===== src/rtl/i2c_bit_seq_pkg.sv =====
package i2c_bit_seq_pkg;

   typedef enum logic [1:0] {
      ST_IDLE  = 2'd0,
      ST_HOLD  = 2'd1,
      ST_WAIT  = 2'd2,
      ST_SETUP = 2'd3
   } seq_state_t;

endpackage


===== src/rtl/i2c_bit_seq_sync.sv =====
module i2c_bit_seq_sync #(
   parameter int STAGES = 2
) (
   input  logic clk_i,
   input  logic rst_ni,
   input  logic d_i,
   output logic q_o,
   output logic fall_o
);
   logic [STAGES-1:0] chain;
   logic              last_q;

   generate
      for (genvar g = 0; g < STAGES; g++) begin : g_stage
         if (g == 0) begin : g_first
            always_ff @(posedge clk_i or negedge rst_ni) begin
               if (!rst_ni) chain[g] <= 1'b1;
               else         chain[g] <= d_i;
            end
         end else begin : g_next
            always_ff @(posedge clk_i or negedge rst_ni) begin
               if (!rst_ni) chain[g] <= 1'b1;
               else         chain[g] <= chain[g-1];
            end
         end
      end
   endgenerate

   always_ff @(posedge clk_i or negedge rst_ni) begin
      if (!rst_ni) last_q <= 1'b1;
      else         last_q <= chain[STAGES-1];
   end

   assign q_o    = chain[STAGES-1];
   assign fall_o = last_q & ~chain[STAGES-1];

endmodule


===== src/rtl/i2c_bit_seq_delay.sv =====
module i2c_bit_seq_delay #(
   parameter int PRESC_W = 4,
   parameter int UNIT_W  = 5
) (
   input  logic               clk_i,
   input  logic               rst_ni,
   input  logic               load_i,
   input  logic [UNIT_W-1:0]  units_i,
   input  logic [PRESC_W-1:0] presc_i,
   output logic               zero_o
);
   logic [UNIT_W-1:0]  remain_q;
   logic [PRESC_W-1:0] tick_q;

   always_ff @(posedge clk_i or negedge rst_ni) begin
      if (!rst_ni) begin
         remain_q <= '0;
         tick_q   <= '0;
      end else if (load_i) begin
         remain_q <= units_i;
         tick_q   <= '0;
      end else if (remain_q != '0) begin
         if (tick_q == presc_i) begin
            tick_q   <= '0;
            remain_q <= remain_q - UNIT_W'(1);
         end else begin
            tick_q <= tick_q + PRESC_W'(1);
         end
      end
   end

   assign zero_o = (remain_q == '0);

   // without a reload the remaining count never grows
   assert_count_monotone_R4: assert property (@(posedge clk_i) disable iff (!rst_ni)
      !load_i |=> (remain_q <= $past(remain_q)));

   // a running count always reaches a unit boundary within the prescale period
   assert_tick_in_range_R3: assert property (@(posedge clk_i) disable iff (!rst_ni)
      (!load_i && remain_q != '0 && tick_q == presc_i) |=> (tick_q == '0));

endmodule


===== src/rtl/i2c_bit_seq_shifter.sv =====
module i2c_bit_seq_shifter #(
   parameter int BYTE_W = 8
) (
   input  logic              clk_i,
   input  logic              rst_ni,
   input  logic              adv_i,
   input  logic [BYTE_W-1:0] data_i,
   output logic              bit_o,
   output logic              first_o,
   output logic              last_o
);
   localparam int IDX_W = (BYTE_W > 1) ? $clog2(BYTE_W) : 1;
   localparam logic [IDX_W-1:0] LAST_IDX = IDX_W'(BYTE_W - 1);

   logic [BYTE_W-1:0] shreg_q;
   logic [IDX_W-1:0]  idx_q;

   assign first_o = (idx_q == '0);
   assign last_o  = (idx_q == LAST_IDX);
   assign bit_o   = first_o ? data_i[BYTE_W-1] : shreg_q[BYTE_W-1];

   always_ff @(posedge clk_i or negedge rst_ni) begin
      if (!rst_ni) begin
         shreg_q <= '0;
         idx_q   <= '0;
      end else if (adv_i) begin
         shreg_q <= first_o ? (data_i << 1) : (shreg_q << 1);
         idx_q   <= last_o ? '0 : idx_q + IDX_W'(1);
      end
   end

   // after the final bit the next advance starts a fresh byte
   assert_wrap_after_last_R6: assert property (@(posedge clk_i) disable iff (!rst_ni)
      (adv_i && last_o) |=> first_o);

   // the bit position only moves on an advance
   assert_idx_hold_R6: assert property (@(posedge clk_i) disable iff (!rst_ni)
      !adv_i |=> $stable(idx_q));

endmodule


===== src/rtl/i2c_bit_sequencer.sv =====
module i2c_bit_sequencer
   import i2c_bit_seq_pkg::*;
#(
   parameter int CFG_W       = 4,
   parameter int BYTE_W      = 8,
   parameter int SYNC_STAGES = 2
) (
   input  logic              clk_i,
   input  logic              rst_ni,
   input  logic              scl_i,
   input  logic [CFG_W-1:0]  presc_i,
   input  logic [CFG_W-1:0]  setup_i,
   input  logic [CFG_W-1:0]  hold_i,
   input  logic              tx_valid_i,
   input  logic [BYTE_W-1:0] tx_data_i,
   output logic              sda_o,
   output logic              scl_o,
   output logic              byte_done_o
);
   localparam int UNIT_W = CFG_W + 1;

   generate
      if (CFG_W < 1 || CFG_W > 16) begin : g_bad_cfg
         $error("CFG_W out of range");
      end
      if (BYTE_W < 2) begin : g_bad_byte
         $error("BYTE_W must be at least 2");
      end
      if (SYNC_STAGES < 2) begin : g_bad_sync
         $error("SYNC_STAGES must be at least 2");
      end
   endgenerate

   seq_state_t        state_q;
   logic              scl_sync;
   logic              scl_fall;
   logic              delay_zero;
   logic              delay_load;
   logic [UNIT_W-1:0] delay_units;
   logic              cur_bit;
   logic              at_first;
   logic              at_last;
   logic              last_q;
   logic              drive_now;

   i2c_bit_seq_sync #(.STAGES(SYNC_STAGES)) u_sync (
      .clk_i  (clk_i),
      .rst_ni (rst_ni),
      .d_i    (scl_i),
      .q_o    (scl_sync),
      .fall_o (scl_fall)
   );

   i2c_bit_seq_delay #(.PRESC_W(CFG_W), .UNIT_W(UNIT_W)) u_delay (
      .clk_i   (clk_i),
      .rst_ni  (rst_ni),
      .load_i  (delay_load),
      .units_i (delay_units),
      .presc_i (presc_i),
      .zero_o  (delay_zero)
   );

   i2c_bit_seq_shifter #(.BYTE_W(BYTE_W)) u_shift (
      .clk_i   (clk_i),
      .rst_ni  (rst_ni),
      .adv_i   (drive_now),
      .data_i  (tx_data_i),
      .bit_o   (cur_bit),
      .first_o (at_first),
      .last_o  (at_last)
   );

   always_comb begin
      drive_now = 1'b0;
      if (state_q == ST_HOLD && delay_zero && (!at_first || tx_valid_i))
         drive_now = 1'b1;
      else if (state_q == ST_WAIT && tx_valid_i)
         drive_now = 1'b1;
   end

   always_comb begin
      delay_load  = 1'b0;
      delay_units = '0;
      if (state_q == ST_IDLE && scl_fall) begin
         delay_load  = 1'b1;
         delay_units = {1'b0, hold_i};
      end else if (drive_now) begin
         delay_load  = 1'b1;
         delay_units = {1'b0, setup_i} + UNIT_W'(1);
      end
   end

   always_ff @(posedge clk_i or negedge rst_ni) begin
      if (!rst_ni) begin
         state_q     <= ST_IDLE;
         scl_o       <= 1'b1;
         sda_o       <= 1'b1;
         byte_done_o <= 1'b0;
         last_q      <= 1'b0;
      end else begin
         byte_done_o <= 1'b0;
         if (drive_now) begin
            sda_o   <= cur_bit;
            last_q  <= at_last;
            state_q <= ST_SETUP;
         end else begin
            case (state_q)
               ST_IDLE: begin
                  if (scl_fall) begin
                     scl_o   <= 1'b0;
                     state_q <= ST_HOLD;
                  end
               end
               ST_HOLD: begin
                  if (delay_zero) state_q <= ST_WAIT;
               end
               ST_WAIT: begin
                  state_q <= ST_WAIT;
               end
               ST_SETUP: begin
                  if (delay_zero) begin
                     scl_o       <= 1'b1;
                     byte_done_o <= last_q;
                     state_q     <= ST_IDLE;
                  end
               end
               default: state_q <= ST_IDLE;
            endcase
         end
      end
   end

   // the data line only moves when a hold or wait phase hands over a bit
   assert_sda_at_drive_R3: assert property (@(posedge clk_i) disable iff (!rst_ni)
      !$stable(sda_o) |-> ($past(state_q) == ST_HOLD || $past(state_q) == ST_WAIT));

   // the clock line is released only when a setup interval ends
   assert_release_from_setup_R4: assert property (@(posedge clk_i) disable iff (!rst_ni)
      $rose(scl_o) |-> ($past(state_q) == ST_SETUP));

   // while waiting for data the clock stays stretched and data holds
   assert_wait_stretch_R5: assert property (@(posedge clk_i) disable iff (!rst_ni)
      (state_q == ST_WAIT && !tx_valid_i) |=> (!scl_o && $stable(sda_o)));

   // a detected fall while idle always stretches the clock
   assert_stretch_on_fall_R2: assert property (@(posedge clk_i) disable iff (!rst_ni)
      (state_q == ST_IDLE && scl_fall) |=> !scl_o);

   // the byte completion pulse lines up with a clock release
   assert_done_with_release_R7: assert property (@(posedge clk_i) disable iff (!rst_ni)
      byte_done_o |-> $rose(scl_o));

   // the pulse is a single cycle
   assert_done_single_R7: assert property (@(posedge clk_i) disable iff (!rst_ni)
      byte_done_o |=> !byte_done_o);

endmodule


===== config.mk =====
export PLATFORM = sky130hd
export DESIGN_NAME = i2c_bit_sequencer
export DESIGN_NICKNAME = d
export VERILOG_FILES = /design/src/rtl/i2c_bit_seq_pkg.sv /design/src/rtl/i2c_bit_seq_sync.sv /design/src/rtl/i2c_bit_seq_delay.sv /design/src/rtl/i2c_bit_seq_shifter.sv /design/src/rtl/i2c_bit_sequencer.sv
export SDC_FILE = /design/constraint.sdc
export NUM_CORES = 1
export LEC_CHECK = 0
export BUFFER_PORTS_ARGS = -buffer_cell sky130_fd_sc_hd__buf_2
export CORE_MARGIN = 4
export CORE_UTILIZATION = 55
export DETAILED_ROUTE_END_ITERATION = 8
export GPL_TIMING_DRIVEN = 0
export PLACE_DENSITY = 0.89
export SYNTH_ARGS = -nofsm -noshare
export SYNTH_HDL_FRONTEND = slang
export SYNTH_SLANG_ARGS = --single-unit

===== constraint.sdc =====
create_clock -name clk_i -period 2.48 [get_ports clk_i]
set_input_delay 0.124 -clock clk_i [delete_from_list [all_inputs] [get_ports clk_i]]
set_output_delay 0.124 -clock clk_i [all_outputs]
set_load 0.01 [all_outputs]

; Yosys cells after proc, flatten, opt, wreduce, memory -nomap -nowiden
; Cells that the tools add are included.
; W data, S select, Z words.
[word_totals]
register_bits = 29
out_inout_bits = 3
input_bits = 24
word_cells = 71
[op_classes]
add_sub_neg = 4
reduce_logical = 16
muxes = 26
n_eq_ne = 10
bitwise = 3
[ops]
columns = cell, count
row1 = $mux W5, 5
row2 = $mux W4, 3
row3 = $mux W1, 10
row4 = $ne A3 B3 Y1 const B, 3
row5 = $mux W2, 4
row6 = $mux W8, 1
row7 = $pmux W2 S4, 1
row8 = $reduce_bool A2 Y1, 3
row9 = $add A4 B1 Y5 const B, 1
row10 = $logic_not A5 Y1, 1
row11 = $reduce_bool A5 Y1, 1
row12 = $sub A5 B1 Y5 const B, 1
row13 = $add A4 B1 Y4 const B, 1
row14 = $eq A2 B2 Y1 const B, 2
row15 = $eq A4 B4 Y1, 1
row16 = $logic_and A1 B1 Y1, 4
row17 = $ne A2 B2 Y1 const B, 2
row18 = $reduce_and A4 Y1, 1
row19 = $add A3 B1 Y3 const B, 1
row20 = $eq A3 B3 Y1 const B, 1
row21 = $logic_not A3 Y1, 1
row22 = $mux W3, 1
row23 = $reduce_and A3 Y1, 1
row24 = $eq A2 B1 Y1 const B, 1
row25 = other kinds (7), 8

; Logic depth before layout (Yosys ltp)
[depth]
depth_word = 9
depth_mapped = 9
ltp_nobuf = 7

; By module
; A second synthesis with hierarchy kept.
[unflattened]
hier_cells = 176
hier_area_um2 = 1737.9
[by_module_without_submodules]
columns = module, area_per_inst_um2, cells_per_inst, n_inst, seq_area_each_um2
row1 = i2c_bit_seq_delay, 576.8, 62, 1, 225.2
row2 = i2c_bit_seq_shifter, 555.5, 51, 1, 250.2
row3 = i2c_bit_sequencer, 513.0, 59, 1, 152.6
row4 = i2c_bit_seq_sync, 92.6, 4, 1, 78.8

; Worst setup path after synthesis
; No wires, ideal clock.
[synth_timing]
path_kind = register to register
start = register u_delay.remain_q[0]
end = register state_q[1]
period_less_slack_ns = 1.867
stages_incl_launch_ff = 8
setup_ns = 0.125
slack_ns = 0.613
t_required_ns = 2.355
n_path_buf = 0
arrival_time_ns = 1.742
path_cell_list = dfrtp_1 inv_1 ha_1 or4b_4 nand2_4 nand2_4 a21oi_1 mux2_2
[synth_between]
elab_chain_cells = 6
word_cells_on_any_way = 9
cone_classes = 3 x eq/ne / 2 x mux / 4 x reduce/logical
[synth_rtl]
columns = element, line
row1 = from (decl), i2c_bit_seq_delay.sv:12  ; logic [UNIT_W-1:0] remain_q;
row2 = from (signal assigned), i2c_bit_seq_delay.sv:20  ; remain_q <= units_i;
row3 = from (signal assigned), i2c_bit_seq_delay.sv:25  ; remain_q <= remain_q - UNIT_W'(1);
row4 = $logic_not A5 Y1 (*), i2c_bit_seq_delay.sv:32  ; assign zero_o = (remain_q == '0);
row5 = $logic_and A1 B1 Y1 (2 in a row), i2c_bit_sequencer.sv:75  ; if (state_q == ST_HOLD && delay_zero && (!at_first || tx_valid_i))
row6 = $mux W1, i2c_bit_sequencer.sv:75
row7 = $ne A3 B3 Y1 (no source line), -
row8 = $reduce_and A3 Y1 (no source line), -
row9 = to (signal assigned), i2c_bit_sequencer.sv:95  ; state_q <= ST_IDLE;
row10 = to (signal assigned), i2c_bit_sequencer.sv:105  ; state_q <= ST_SETUP;
row11 = to (signal assigned), i2c_bit_sequencer.sv:111  ; state_q <= ST_HOLD;
row12 = to (decl), i2c_bit_sequencer.sv:34  ; seq_state_t state_q;
; Mark *: on every way between the ends. The rest lies on a longest branch, timed or not.
; A chain may end at the register's enable or synchronous reset.

; Worst setup path in the final report
[layout_timing]
start = register u_delay.remain_q[0]
end = register u_delay.remain_q[4]
[layout_between]
elab_chain_cells = 8
word_cells_on_any_way = 16
cone_classes = 1 x add/sub / 8 x mux / 7 x reduce/logical
[layout_rtl]
columns = element, line
row1 = $logic_not A5 Y1, i2c_bit_seq_delay.sv:32
row2 = $logic_and A1 B1 Y1 (2 in a row), i2c_bit_sequencer.sv:75
row3 = $mux W1, i2c_bit_sequencer.sv:75
row4 = $mux W1, i2c_bit_sequencer.sv:87  ; end else if (drive_now) begin
row5 = $mux W1, i2c_bit_sequencer.sv:84  ; if (state_q == ST_IDLE && scl_fall) begin
row6 = $reduce_bool A2 Y1 (no source line), -
row7 = $reduce_and A2 Y1 (no source line), -
; Several ways; a longest one is shown, not always the timed one. The select of a mux whose other input is x is not followed.

==> impl.org <==
** Power
- Power per unit of standard cell area :: 1060 nW/um2
- The analysis attributes to cell leakage a power of 0.000877 uW.
- The worst-case IR drop observed on VDD is 0.771 mV.

** Critical path
- Startpoint of the lowest-slack register-to-register path :: u_delay.remain_q[0]
- Buffer and inverter count on the worst path :: 1
- In this design, the largest share of critical-path delay is due to compound AO/OA/AOI/OAI gates.
- Slowest cell on the critical path :: sky130_fd_sc_hd__dfrtp_1
- STA classifies the critical path startpoint as a register.
- WS Path Type :: reg2reg
- The signal on the critical path passes through inv_1 -> ha_1 -> nor4b_2 -> a21oi_2 -> o221ai_2 -> o31ai_1 -> a32o_1.
- Crit-path max FO :: 10
- Data on the critical path arrives at its endpoint at 2.31 ns.
- The largest single stage delay on the critical path is 0.43 ns.
- Crit end category :: register
- Endpoint required time on the critical path :: 2.72 ns
- CP startpoint :: u_delay.remain_q[0]

** Placed design
- The placed instances occupy a cell area of 1790 um2.
- In this run, placement finished with an instance count of 230.
- Port Buffers :: 26
- Once detailed placement completed, the half-perimeter wirelength came to 2300 um.
- Routability congestion estimate from global placement :: 0.857

** Layout
- In the final layout, the multi-input gates occupy 843 um2.
- Fraction of final layout cells with drive strength greater than 1 :: 0.234
- After routing the design area is 1880 um2.
- Filler cell count :: 224
- Final antenna diode count :: 0
- The net count of the finished layout is 245.
- Excluding fillers, the count of instances in the completed layout stands at 240.
- Relative to the synthesized area, the layout overhead comes to 16.4%.
- Footprint of the flip-flops and latches :: 707 um2

** STA
- Setup total negative slack on the finished layout was measured at 0 ns.
- Peak Freq :: 485 MHz
- Ratio of final minimum period to clock period :: 0.832
- The number of max-slew violations in the final report is 0.
- The worst pin sits at a relative slew slack of 0.596.
- On the final layout, the worst clock skew is 0.00787 ns.
- The final hold violation count is 0.
- Setup repair after global routing left no endpoint under its margin.
- Transition time at the pin with the least slew margin :: 0.605 ns
- Minimum period implied by the final worst setup slack :: 2.06 ns
- Setup violations remaining at the end of the flow were counted as 0.

** Clock tree
- Count of instances resized after the clock tree is built :: 0
- Clock sink total :: 28
- After clock tree synthesis, the flow added hold-fix buffers numbering 4.
- Maximum level of the CTS H-tree :: 1
- Post-CTS Setup Bufs :: 0
- TritonCTS built the clock tree.
- Cell at the root of the clock tree :: sky130_fd_sc_hd__clkbuf_4
- In this run, CTS created clock tree buffers numbering 3.
- The later pin in the worst-skew pair is clocked with a latency of 0.34 ns.
- After clock tree synthesis, the clock-pin slew on the worst setup and hold paths is 0.15 ns.
- In this run the deepest clock path goes through 2 buffers.

** Detailed routing
- Number of design-rule violations left by the first detailed-router iteration :: 34
- In the routed design, unresolved DRC markers number 0.
- Routed via count :: 1303
- Final ANT Viol Nets :: 0
- For this run, the detailed router's first-pass iteration total came to 4.
- Overall routed net length :: 3080 um
- Per-cell via count in the routed design :: 5.43
- Wire length per cell after detailed routing :: 12.8 um

** Floorplanning
- Number of ports placed on the die boundary :: 27
- The region available for standard cell placement spans 2780 um2.
- The initial utilization of the core area, before any placement, comes to 0.581.
- Chip Width :: 62.2 um
- Die Area :: 3870 um2
- Std-Cell Rows :: 19
- Vertical die dimension :: 62.2 um

** Global routing
- Vias in the first global route :: 1319
- Initial antenna violation count :: 0
- Across every metal layer, demand over resource in global routing totals 0.173.
- Largest net degree at the start of global routing :: 29
- First-pass GRT wire length :: 5600 um
- Total gr overflow :: 0

** Worst hold path
- Min-Delay Startpoint :: tx_data_i[5]
- The tightest min-delay check is of the in2reg type.

** Synth
- Synthesis handed over a netlist of 173 instances.
- Most used flip-flop cell after synthesis :: sky130_fd_sc_hd__dfrtp_1
- The netlist uses 44 different library cells.
- Counting flops with a built-in enable in the synthesized netlist gives 0.
- For this run, the register share of the synthesized area comes to 0.437.
- Average cell area after synthesis :: 9.34 um2
- Synth warn :: 0
- In this run the cell area of the synthesized design comes to 1620 um2.
- In this run, synthesis produced a sequential element count of 28.
- Async set or reset register ratio after synthesis :: 1.00
- Net count after synthesis :: 208

** Job
- Max-cap violations in this run came to 0.

** Outcome
- The flow ran to the end, and the final reports show no timing, DRC or antenna violations.
## metrics by stage
stage                     hold WS [ns]  worst slack [ns]  utilization  power, uW
after floorplan                 -0.172             0.613            -       1550
after global placement           0.173             0.464        0.642       1740
after detailed placement         0.171             0.441        0.642       1770
after CTS                      0.00147             0.418        0.669       2000
after global routing          0.000272             0.189        0.677       2200
final                           0.0134             0.418        0.677       1990
## worst min-delay path, cell delays in order
cell	delay, ns
sky130_fd_sc_hd__buf_2	0.09
sky130_fd_sc_hd__nand2_1	0.04
sky130_fd_sc_hd__a31oi_1	0.07
## kinds of logic (layout without fill, tap and decap cells)
family	Yosys count	after routing	synth area share
adders and majority gates	11	11	0.0851
muxes	1	1	0.00697
and+or+nand+nor	72	72	0.216
xor gates and xnor gates	8	8	0.0433
AOI/OAI and AO/OA	38	38	0.170
DFF	28	28	0.437
buffers and inverters	15	51	0.0410
## synthesized netlist by cell type (all sizes together) (2+ instances only)
cell	n	area share
nor3	7	0.022
buf	4	0.015
nor3b	2	0.0093
xnor2	7	0.038
ha	11	0.085
nand3	7	0.022
dfrtp	23	0.36
a21boi	2	0.012
inv	10	0.023
o21ai	10	0.040
nor2	15	0.036
o211ai	3	0.014
a31oi	11	0.043
dfstp	5	0.081
a21oi	3	0.012
nand2	33	0.086
## layer usage
metal	wire [um]	share of wire	global-route usage	vias up
li1	-	-	-	675
met1	1460	0.47	0.223	595
met2	1420	0.46	0.285	28
met3	165	0.054	0.0432	5
met4	40	0.013	0.0515	0
met5	0	0	0	-
## path summary, 6_finish.rpt
check / slack, ns / to / depth (start not counted)
min in group asynchronous: 0.31 / u_delay.remain_q[0] / 2
max reg2reg: 0.42 / u_delay.remain_q[4] / 7
max in group asynchronous: 1.77 / u_shift.idx_q[1] / 2
max: 0.42 / u_delay.remain_q[4] / 7
min reg2reg: 0.37 / u_sync.q_o / 0
min: 0.01 / u_shift.shreg_q[6] / 3
## layout make-up
type,instances,share of cell area
multi-input combinational,130,0.448
sequential,28,0.376
timing repair buffer,32,0.101
tap,31,0.0206
buffer,5,0.0153
inverter,10,0.0199
clock buffer,4,0.0193
## report_power, final
part           switching [uW]  internal (uW)
sequential                157            646
clock                     133           90.1
combinational             534            426
total                     824           1160
## sequential cells by signal, summed over array words and instances (netlist names)
signal and cells:
u_sync.q_o 1, u_delay.tick_q 4, last_q 1, u_sync.last_q 1, scl_o 1, sda_o 1
u_delay.remain_q 5, state_q 2, byte_done_o 1, u_sync.chain 1, u_shift.shreg_q 7, u_shift.idx_q 3
## placed cells by master (no fill, tap or decap), types with 2 or more instances in the layout
master	count
sky130_fd_sc_hd__dlygate4sd3_1	6
sky130_fd_sc_hd__nand3_1	7
sky130_fd_sc_hd__buf_2	28
sky130_fd_sc_hd__dfrtp_1	23
sky130_fd_sc_hd__nor3b_1	2
sky130_fd_sc_hd__o21ai_0	8
sky130_fd_sc_hd__ha_1	11
sky130_fd_sc_hd__inv_1	10
sky130_fd_sc_hd__nand2_1	31
sky130_fd_sc_hd__a21oi_1	2
sky130_fd_sc_hd__xnor2_1	7
sky130_fd_sc_hd__a31oi_1	11
sky130_fd_sc_hd__clkbuf_4	3
sky130_fd_sc_hd__dfstp_2	5
sky130_fd_sc_hd__nor2_1	14
sky130_fd_sc_hd__nor3_1	7
sky130_fd_sc_hd__o211ai_1	3
sky130_fd_sc_hd__nand2_4	2
Power figures use the tool's default switching activity.
